==> config.mk <==
export PLATFORM = sky130hd
export DESIGN_NAME = ntt_bfly_dual
export DESIGN_NICKNAME = d
export VERILOG_FILES = /design/src/rtl/bfly_pkg.sv /design/src/rtl/bfly_delay.sv /design/src/rtl/bfly_mulred.sv /design/src/rtl/bfly_halfsum.sv /design/src/rtl/ntt_bfly_dual.sv
export SDC_FILE = /design/constraint.sdc
export NUM_CORES = 2
export LEC_CHECK = 0
export BUFFER_PORTS_ARGS = -buffer_cell sky130_fd_sc_hd__buf_4
export CORE_UTILIZATION = 45
export CTS_CLUSTER_SIZE = 12
export DETAILED_ROUTE_END_ITERATION = 10
export HOLD_SLACK_MARGIN = 0.1
export PLACE_DENSITY = 0.58
export SLEW_MARGIN = 15
export SYNTH_ARGS = -nofsm -noshare
export SYNTH_HDL_FRONTEND = slang
export SYNTH_HIERARCHICAL = 1
export SYNTH_SLANG_ARGS = --single-unit
==> constraint.sdc <==
create_clock -name clk -period 54 [get_ports clk]
set_input_delay 5.4 -clock clk [delete_from_list [all_inputs] [get_ports clk]]
set_output_delay 5.4 -clock clk [all_outputs]
set_load 0.05 [all_outputs]
==> src/rtl/bfly_pkg.sv <==
package bfly_pkg;
  // Coefficient width and prime modulus q = 2^23 - 2^13 + 1
  parameter int unsigned COEF_W  = 23;
  parameter int unsigned MOD_Q   = 8380417;
  // Register stages between input capture and output (inclusive)
  parameter int unsigned BFLY_LAT = 4;
endpackage

==> src/rtl/bfly_delay.sv <==
module bfly_delay #(
  parameter int unsigned WIDTH = 8,
  parameter int unsigned DEPTH = 2
) (
  input  logic             clk,
  input  logic             rst,
  input  logic [WIDTH-1:0] d,
  output logic [WIDTH-1:0] q
);
  logic [WIDTH-1:0] stg [DEPTH];

  always_ff @(posedge clk) begin
    if (rst) begin
      for (int i = 0; i < int'(DEPTH); i++) stg[i] <= '0;
    end else begin
      stg[0] <= d;
      for (int i = 1; i < int'(DEPTH); i++) stg[i] <= stg[i-1];
    end
  end

  assign q = stg[DEPTH-1];

  initial begin
    a_depth_nonzero_r6: assert (DEPTH >= 1) else $error("delay depth must be at least one");
  end
endmodule

==> src/rtl/bfly_mulred.sv <==
module bfly_mulred #(
  parameter int unsigned CW = 23,
  parameter int unsigned Q  = 8380417
) (
  input  logic          clk,
  input  logic          rst,
  input  logic [CW-1:0] x,
  input  logic [CW-1:0] w,
  input  logic [CW-1:0] c,
  output logic [CW-1:0] r
);
  localparam int unsigned PW = 2 * CW + 1;
  localparam logic [CW-1:0] QV = CW'(Q);

  logic [PW-1:0] prod_q;
  logic [CW-1:0] r_q;

  // Stage 1: multiply-accumulate, stage 2: generic reduction
  always_ff @(posedge clk) begin
    if (rst) begin
      prod_q <= '0;
      r_q    <= '0;
    end else begin
      prod_q <= PW'(x) * PW'(w) + PW'(c);
      r_q    <= CW'(prod_q % PW'(Q));
    end
  end

  assign r = r_q;

  p_red_range_r5: assert property (@(posedge clk) disable iff (rst) r_q < QV)
    else $error("reduced product out of range");
endmodule

==> src/rtl/bfly_halfsum.sv <==
module bfly_halfsum #(
  parameter int unsigned CW = 23,
  parameter int unsigned Q  = 8380417
) (
  input  logic          clk,
  input  logic          rst,
  input  logic [CW-1:0] a,
  input  logic [CW-1:0] b,
  output logic [CW-1:0] h
);
  localparam int unsigned HALF_I = (Q + 1) / 2;
  localparam logic [CW:0] HALF = (CW+1)'(HALF_I);
  localparam logic [CW:0] QW   = (CW+1)'(Q);

  logic [CW:0]   corr;
  logic [CW:0]   raw_q;
  logic [CW-1:0] h_q;

  always_comb begin
    unique case ({a[0], b[0]})
      2'b11:         corr = (CW+1)'(1);
      2'b01, 2'b10:  corr = HALF;
      default:       corr = '0;
    endcase
  end

  always_ff @(posedge clk) begin
    if (rst) begin
      raw_q <= '0;
      h_q   <= '0;
    end else begin
      raw_q <= (CW+1)'(a[CW-1:1]) + (CW+1)'(b[CW-1:1]) + corr;
      h_q   <= (raw_q >= QW) ? CW'(raw_q - QW) : CW'(raw_q);
    end
  end

  assign h = h_q;

  p_half_double_r3: assert property (@(posedge clk) disable iff (rst)
    1'b1 |=> ((64'(raw_q) * 64'd2) % 64'(Q)) == ((64'($past(a)) + 64'($past(b))) % 64'(Q)))
    else $error("halved sum not congruent to (a+b)/2");
endmodule

==> src/rtl/ntt_bfly_dual.sv <==
module ntt_bfly_dual
  import bfly_pkg::*;
#(
  parameter int unsigned CW  = COEF_W,
  parameter int unsigned Q   = MOD_Q
) (
  input  logic          clk,
  input  logic          rst,
  input  logic          in_valid,
  input  logic          in_inv,
  input  logic [CW-1:0] in_a,
  input  logic [CW-1:0] in_b,
  input  logic [CW-1:0] in_tw,
  input  logic [CW:0]   in_diff,
  output logic          out_valid,
  output logic [CW-1:0] out_x,
  output logic [CW-1:0] out_y
);
  localparam int unsigned DW  = CW + 1;
  localparam int unsigned TW  = CW + 3;
  localparam int unsigned LAT = BFLY_LAT;
  localparam logic [CW-1:0] QV  = CW'(Q);
  localparam logic [DW-1:0] QD  = DW'(Q);
  localparam logic [TW-1:0] QT  = TW'(Q);

  // Stage 0: input capture
  logic          v0, inv0;
  logic [CW-1:0] a0, b0, w0;
  logic [DW-1:0] d0;

  always_ff @(posedge clk) begin
    if (rst) begin
      v0 <= 1'b0; inv0 <= 1'b0;
      a0 <= '0; b0 <= '0; w0 <= '0; d0 <= '0;
    end else begin
      v0 <= in_valid; inv0 <= in_inv;
      a0 <= in_a; b0 <= in_b; w0 <= in_tw; d0 <= in_diff;
    end
  end

  // Multiplier operands: forward b*w + a, inverse (a-b lifted)*w
  logic [DW-1:0] d_lift;
  logic [CW-1:0] mul_x, mul_c;

  always_comb begin
    d_lift = d0[DW-1] ? (d0 + QD) : d0;
    mul_x  = inv0 ? d_lift[CW-1:0] : b0;
    mul_c  = inv0 ? '0 : a0;
  end

  logic [CW-1:0] prod_r, half_r, a2;
  logic          v2, inv2;

  bfly_mulred #(.CW(CW), .Q(Q)) u_mul (
    .clk(clk), .rst(rst), .x(mul_x), .w(w0), .c(mul_c), .r(prod_r)
  );

  bfly_halfsum #(.CW(CW), .Q(Q)) u_half (
    .clk(clk), .rst(rst), .a(a0), .b(b0), .h(half_r)
  );

  // Align pass-through operand and control with the two-stage units
  bfly_delay #(.WIDTH(CW + 2), .DEPTH(LAT - 2)) u_align (
    .clk(clk), .rst(rst), .d({v0, inv0, a0}), .q({v2, inv2, a2})
  );

  // Forward second result: 2a - A, folded into [0, q)
  logic signed [TW-1:0] diff2;
  logic [CW-1:0]        fwd_y;

  always_comb begin
    diff2 = $signed({2'b00, a2, 1'b0}) - $signed({3'b000, prod_r});
    if (diff2[TW-1])                 fwd_y = CW'(diff2 + $signed(QT));
    else if ($unsigned(diff2) >= QT) fwd_y = CW'(diff2 - $signed(QT));
    else                             fwd_y = CW'(diff2);
  end

  always_ff @(posedge clk) begin
    if (rst) begin
      out_valid <= 1'b0; out_x <= '0; out_y <= '0;
    end else begin
      out_valid <= v2;
      out_x     <= inv2 ? half_r : prod_r;
      out_y     <= inv2 ? prod_r : fwd_y;
    end
  end

  // Cycles since reset, so that $past never reaches into the reset window
  logic [$clog2(LAT+1)-1:0] warm_cnt;
  logic                     warm;

  always_ff @(posedge clk) begin
    if (rst)                         warm_cnt <= '0;
    else if (warm_cnt != ($clog2(LAT+1))'(LAT)) warm_cnt <= warm_cnt + 1'b1;
  end
  assign warm = (warm_cnt == ($clog2(LAT+1))'(LAT));

  p_latency_r6: assert property (@(posedge clk) disable iff (rst)
    warm |-> out_valid == $past(in_valid, LAT))
    else $error("valid latency broken");

  p_range_r5: assert property (@(posedge clk) disable iff (rst)
    out_valid |-> (out_x < QV) && (out_y < QV))
    else $error("output out of [0,q)");

  p_fwd_pair_r2: assert property (@(posedge clk) disable iff (rst)
    (warm && out_valid && !$past(in_inv, LAT)) |->
      ((64'(out_x) + 64'(out_y)) % 64'(Q)) == ((64'($past(in_a, LAT)) * 64'd2) % 64'(Q)))
    else $error("forward pair does not sum to 2a");

  p_inv_half_r3: assert property (@(posedge clk) disable iff (rst)
    (warm && out_valid && $past(in_inv, LAT)) |->
      ((64'(out_x) * 64'd2) % 64'(Q)) ==
      ((64'($past(in_a, LAT)) + 64'($past(in_b, LAT))) % 64'(Q)))
    else $error("inverse halved sum wrong");

  p_rst_quiet_r7: assert property (@(posedge clk)
    rst |=> !out_valid && out_x == '0 && out_y == '0)
    else $error("outputs not cleared by reset");
endmodule

# Yosys cells after proc, flatten, opt, wreduce, memory -nomap -nowiden
# Memories as Yosys holds them, arrays and structs flattened.
# Cells that the tools add are included.
# classes
addsub,8
multipliers,1
div,1
order_cmp,2
eq_ne,3
mux,14
bitwise,2
n_reduce_logical,1
# ops
op,n
$mux 23,8
$mux 25,2
$add 46x23->47,1
$mod 47x23->47 const B,1
$mul 23x23->46,1
$pmux 22 s2,1
$ge 26x23->1 const B,1
$sub 24x23->25,1
$add 24x22->24,1
$ge 24x23->1 const B,1
$add 22x22->23,1
$add 23x14->23 const B,1
$add 23x23->23 const B,1
$sub 23x14->23 const B,1
$sub 23x23->23 const B,1
$eq 2x2->1 const B,2
$mux 1,3
$eq 2x1->1 const B,1
$or 1x1->1,2
$reduce_or 2->1,1
# word_totals
ff_bits,259
ramBits,50
output_inout_bits,47
elab_cells,46
memories,1
# memory_table
memory,words,word_bits,rd,rd_ports_with_merged_regs,wr,line,text
u_align.stg,2,25,2,0,2,bfly_delay.sv:10,logic [WIDTH-1:0] stg [DEPTH];

# Longest topological paths before layout
# An unclocked memory read counts as a cell.
# depth
ltp_word,6
ltp_mapped,119
mapped_depth_nobuf,94

# Cells and area by module
# The synthesis kept the hierarchy.
# modules_own_cells
mod,instances,cells_each,area_per_inst_um2
bfly_mulred,1,4928,38047.7
ntt_bfly_dual,1,908,7817.5
bfly_halfsum,1,372,3281.9
bfly_delay,1,130,1526.5

# Worst setup path before layout
# Ideal clock, no wire load.
# synth_timing
path_kind,reg2reg
from,register u_mul.prod_q[40]
to,"register u_mul.r_q[8], in the netlist u_mul/r[8]"
setup_ps,70
t_arrival_ps,29068
setup_slack_ps,24862
path_stages_with_launch,103
path_buffers,11
period_less_slack_ps,29138
path_cell_list,dfxtp_1 > nand4_2 > or4_4 > buf_6 > nor4_2 > o211ai_2 > o211ai_1 > mux2i_1 > nor4b_2 > nor2_1 > a211oi_2 > mux2_2 > or4_4 > a2111oi_1 > o21ai_1 > mux2_4 > or4_1 > buf_4 > (+67 left out) > xor2_1 > or2_1 > or4_4 > or4b_4 > o311a_1 > or4b_1 > mux2i_4 > nor2_1 > a21o_2 > a21oi_1 > xnor2_1 > or3_1 > or4b_1 > a21o_2 > and2_1 > buf_6 > or4_1 > a21oi_1
# synth_via
elab_chain_cells,1
# synth_lines
element,line,text
start: declaration,bfly_mulred.sv:15,logic [PW-1:0] prod_q;
start signal: assignment,bfly_mulred.sv:24,prod_q <= PW'(x) * PW'(w) + PW'(c);
$mod 47x23->47,bfly_mulred.sv:25,r_q <= CW'(prod_q % PW'(Q));
end signal: assignment,bfly_mulred.sv:25,
end: declaration,bfly_mulred.sv:16,logic [CW-1:0] r_q;
# Every way passes these cells.
# A chain may end at the register's enable or synchronous reset.

# Worst setup path in the final report
# layout_timing
from,register u_mul.prod_q[34]
to,"register u_mul.r_q[8], in the netlist u_mul/r[8]"
# Same word-level chain as after synthesis.

==> impl_metrics.tcl <==
set metrics [dict create \
    status "finished, final reports clean" \
    synth_nets 7152 \
    die-width_microns 338 \
    crit_top_cell "nor4_4" \
    synth_edf_count 0 \
    setup_violations 0 \
    worst_ep_required_time_ps 54510 \
    clockBufferDepth 3 \
    worst_slew_pin_slew_ps 1230 \
    totalWireLength_microns 156000 \
    max_stage_delay_ps 860 \
    maxSlewViolCount 0 \
    portBuffers 143 \
    rsz0062_at_grt "no" \
    grt_max_degree 92 \
    ys_ff_latch 309 \
    max_freq_mhz 26.9 \
    route.antenna.remaining_nets 0 \
    slew_headroom_pct 17.4 \
    grt_usage_pct 27.3 \
    grt_pass1_vias 45200 \
    gp_congestion 0.978 \
    wl_per_cell_microns 20.0 \
    synthCells 6338 \
    dpl.hpwl_microns 125000 \
    io_pins 144 \
    dieHeight_microns 338 \
    cts_buffers 37 \
    start_util_pct 45.6 \
    ys_types 169 \
    die_area_sq_mm 0.114 \
    syn-cell-area_sq_mm 0.0507 \
    ys.flop_type "dfxtp_1" \
    cts_tree "done" \
    drc_errors 0 \
    whs_endpoint "u_align/stg[0][40]" \
    critPathArrivalTime_ps 37670 \
    hold_viol 0 \
    clock_skew_ps 19.7 \
    tns_ps 0 \
    vias 45800 \
    start_kind "flop" \
    cts_setup_buffers 0 \
    synth.area.top_cells "fa_1 19%, dfxtp_1 12%, ha_1 6.0%, nand2_1 5.5%, xnor2_1 4.7%" \
    min_period_ps 37150 \
    htreeDepth 2 \
    worstReg2RegStart "u_mul/prod_q[34]" \
    cts.clk_slew.worst_paths_ps 70 \
    core.rowCount 122 \
    fin_crit_sh_pct 68.8 \
    core_sq_mm 0.111 \
    critical_path.max_fanout 16 \
    drtIter0Drc 3637 \
    dr.pass1.iters 6 \
    min_path_cells 1 \
    critPathKind "flop to flop" \
    cts_root_buffer "clkbuf_16" \
    syn_avg_cell_area_sq_um 8.00 \
    grt_overflow 0 \
    synth_top_area_share_pct 18.8 \
    hp-start "u_align/stg[0][15]" \
    yosys.area.top_type "fa_1" \
    synth-seq-area-share_pct 12.2 \
    grt_pass1_wl_microns 250000 \
    synth_warnings 6 \
    drive_above_1_share_pct 9.19 \
    cpMaxStageDelayCell "a31oi_1" \
    synthArstFlopShare_pct 0 \
    vias_per_cell 5.87 \
    cts.repair.resized 0 \
    ctsHoldBuffers 0 \
    endpoint_kind "flop" \
    drv_cap 0 \
    ff2ff_path_depth 90 \
    whs_ps 424 \
    numClockSinks 309 \
    antenna_found_initial 4 \
    r2r_setup_slack_ps 16850 \
    nets 7102 \
    clock_latency_ps 590 \
    nFillCells 11200 \
    syn_to_final_growth_pct 5.98 \
    hold_path.class "flop to flop" \
    r2r-end "u_mul/r[8]" \
]
synthesized netlist by cell type (all sizes together) (70+ instances only):
| cell type | count |
|---|---|
| nor3 | 156 |
| and2 | 198 |
| clkbuf | 169 |
| a21o | 90 |
| ha | 242 |
| inv | 627 |
| buf | 120 |
| xnor2 | 276 |
| a31oi | 70 |
| nor2b | 209 |
| nand2 | 749 |
| nand3 | 162 |
| fa | 475 |
| and3 | 71 |
| nor4 | 83 |
| or3 | 78 |
| xor2 | 135 |
| nor2 | 521 |
| a21oi | 286 |
| dfxtp | 309 |
| nand4 | 91 |
| o21ai | 192 |
metal layers:
layer	global-route usage, %	part of all wire, %	up-vias
li1	-	-	21800
met1	37.5	46	22400
met2	45.5	47	1401
met3	2.78	5.3	225
met4	6.94	2.5	4
met5	0	0.023	-
state kept, by name (all words and copies together), names as in the netlist, 23 cells and up:
signal / count
u_align/stg: 50
u_mul/prod_q: 47
d0: 24
u_half/raw_q: 24
a0: 23
b0: 23
out_x: 23
out_y: 23
u_half/h: 23
u_mul/r: 23
w0: 23
metrics by stage:
stage / area, sq um / worst slack (ps) / util [%] / std cells
after CTS: 53700 / 17530 / 48.3 / 7798
after detailed placement: 52500 / 17600 / 47.3 / 7737
after global placement: 52500 / 18330 / 47.3 / 7737
after global routing: 53700 / 13860 / 48.3 / 7798
after floorplan: 50700 / 24860 / - / 6338
final: 53700 / 16850 / 48.3 / 7800
area by class of cell:
type	instances	area, sq um	area share, %
clock inverter	13	135	0.252
inverter	627	2350	4.38
timing repair buffer	204	1540	2.87
tap	1488	1860	3.47
multi-input combinational	5109	40600	75.6
antenna	2	5.00	0.00932
clock buffer	48	1020	1.89
sequential	309	6190	11.5
worst max path at each step:
stage	slack (ps)	depth (start not counted)	end	startpoint
after CTS	17530	90	u_mul/r[8]	u_mul/prod_q[34]
final	16850	90	u_mul/r[8]	u_mul/prod_q[34]
after detailed placement	17600	90	u_mul/r[8]	u_mul/prod_q[34]
after floorplan	24860	102	u_mul/r[8]	u_mul/prod_q[40]
after global routing	13860	90	u_mul/r[8]	u_mul/prod_q[34]
after global placement	18330	90	u_mul/r[8]	u_mul/prod_q[34]
cell usage in the layout (no fill, tap or decap), types with 87 or more instances in the layout:
cell	Yosys	routed
nand2_1	745	745
and2_1	193	193
nand4_1	87	87
nor2b_1	209	209
ha_1	242	242
nor3_1	137	137
xor2_1	131	131
buf_4	70	203
xnor2_1	271	271
o21ai_0	132	132
inv_1	627	627
dfxtp_1	309	307
a21oi_1	278	256
nand3_1	157	157
fa_1	475	475
nor2_1	518	518
critical path, delay by kind of cell (launching register included):
family           cells  cell delay, ps
flip-flops           1             380
XOR/XNOR             4            1130
AND/OR/NAND/NOR     43           19180
AO/OA/AOI/OAI       39           14780
multiplexers         4            1580
kinds of logic after synthesis:
logic type	after synthesis	synth area share (%)
xor+xnor	411	7.26
compound gates	1297	19.1
mux	92	1.96
fa+ha+maj	728	25.0
flops	309	12.2
simple gates	2581	26.5
buf+inv	920	7.96
Power is not shown: default switching activity piles up to over one toggle a cycle in this logic, so the estimate is an artifact.
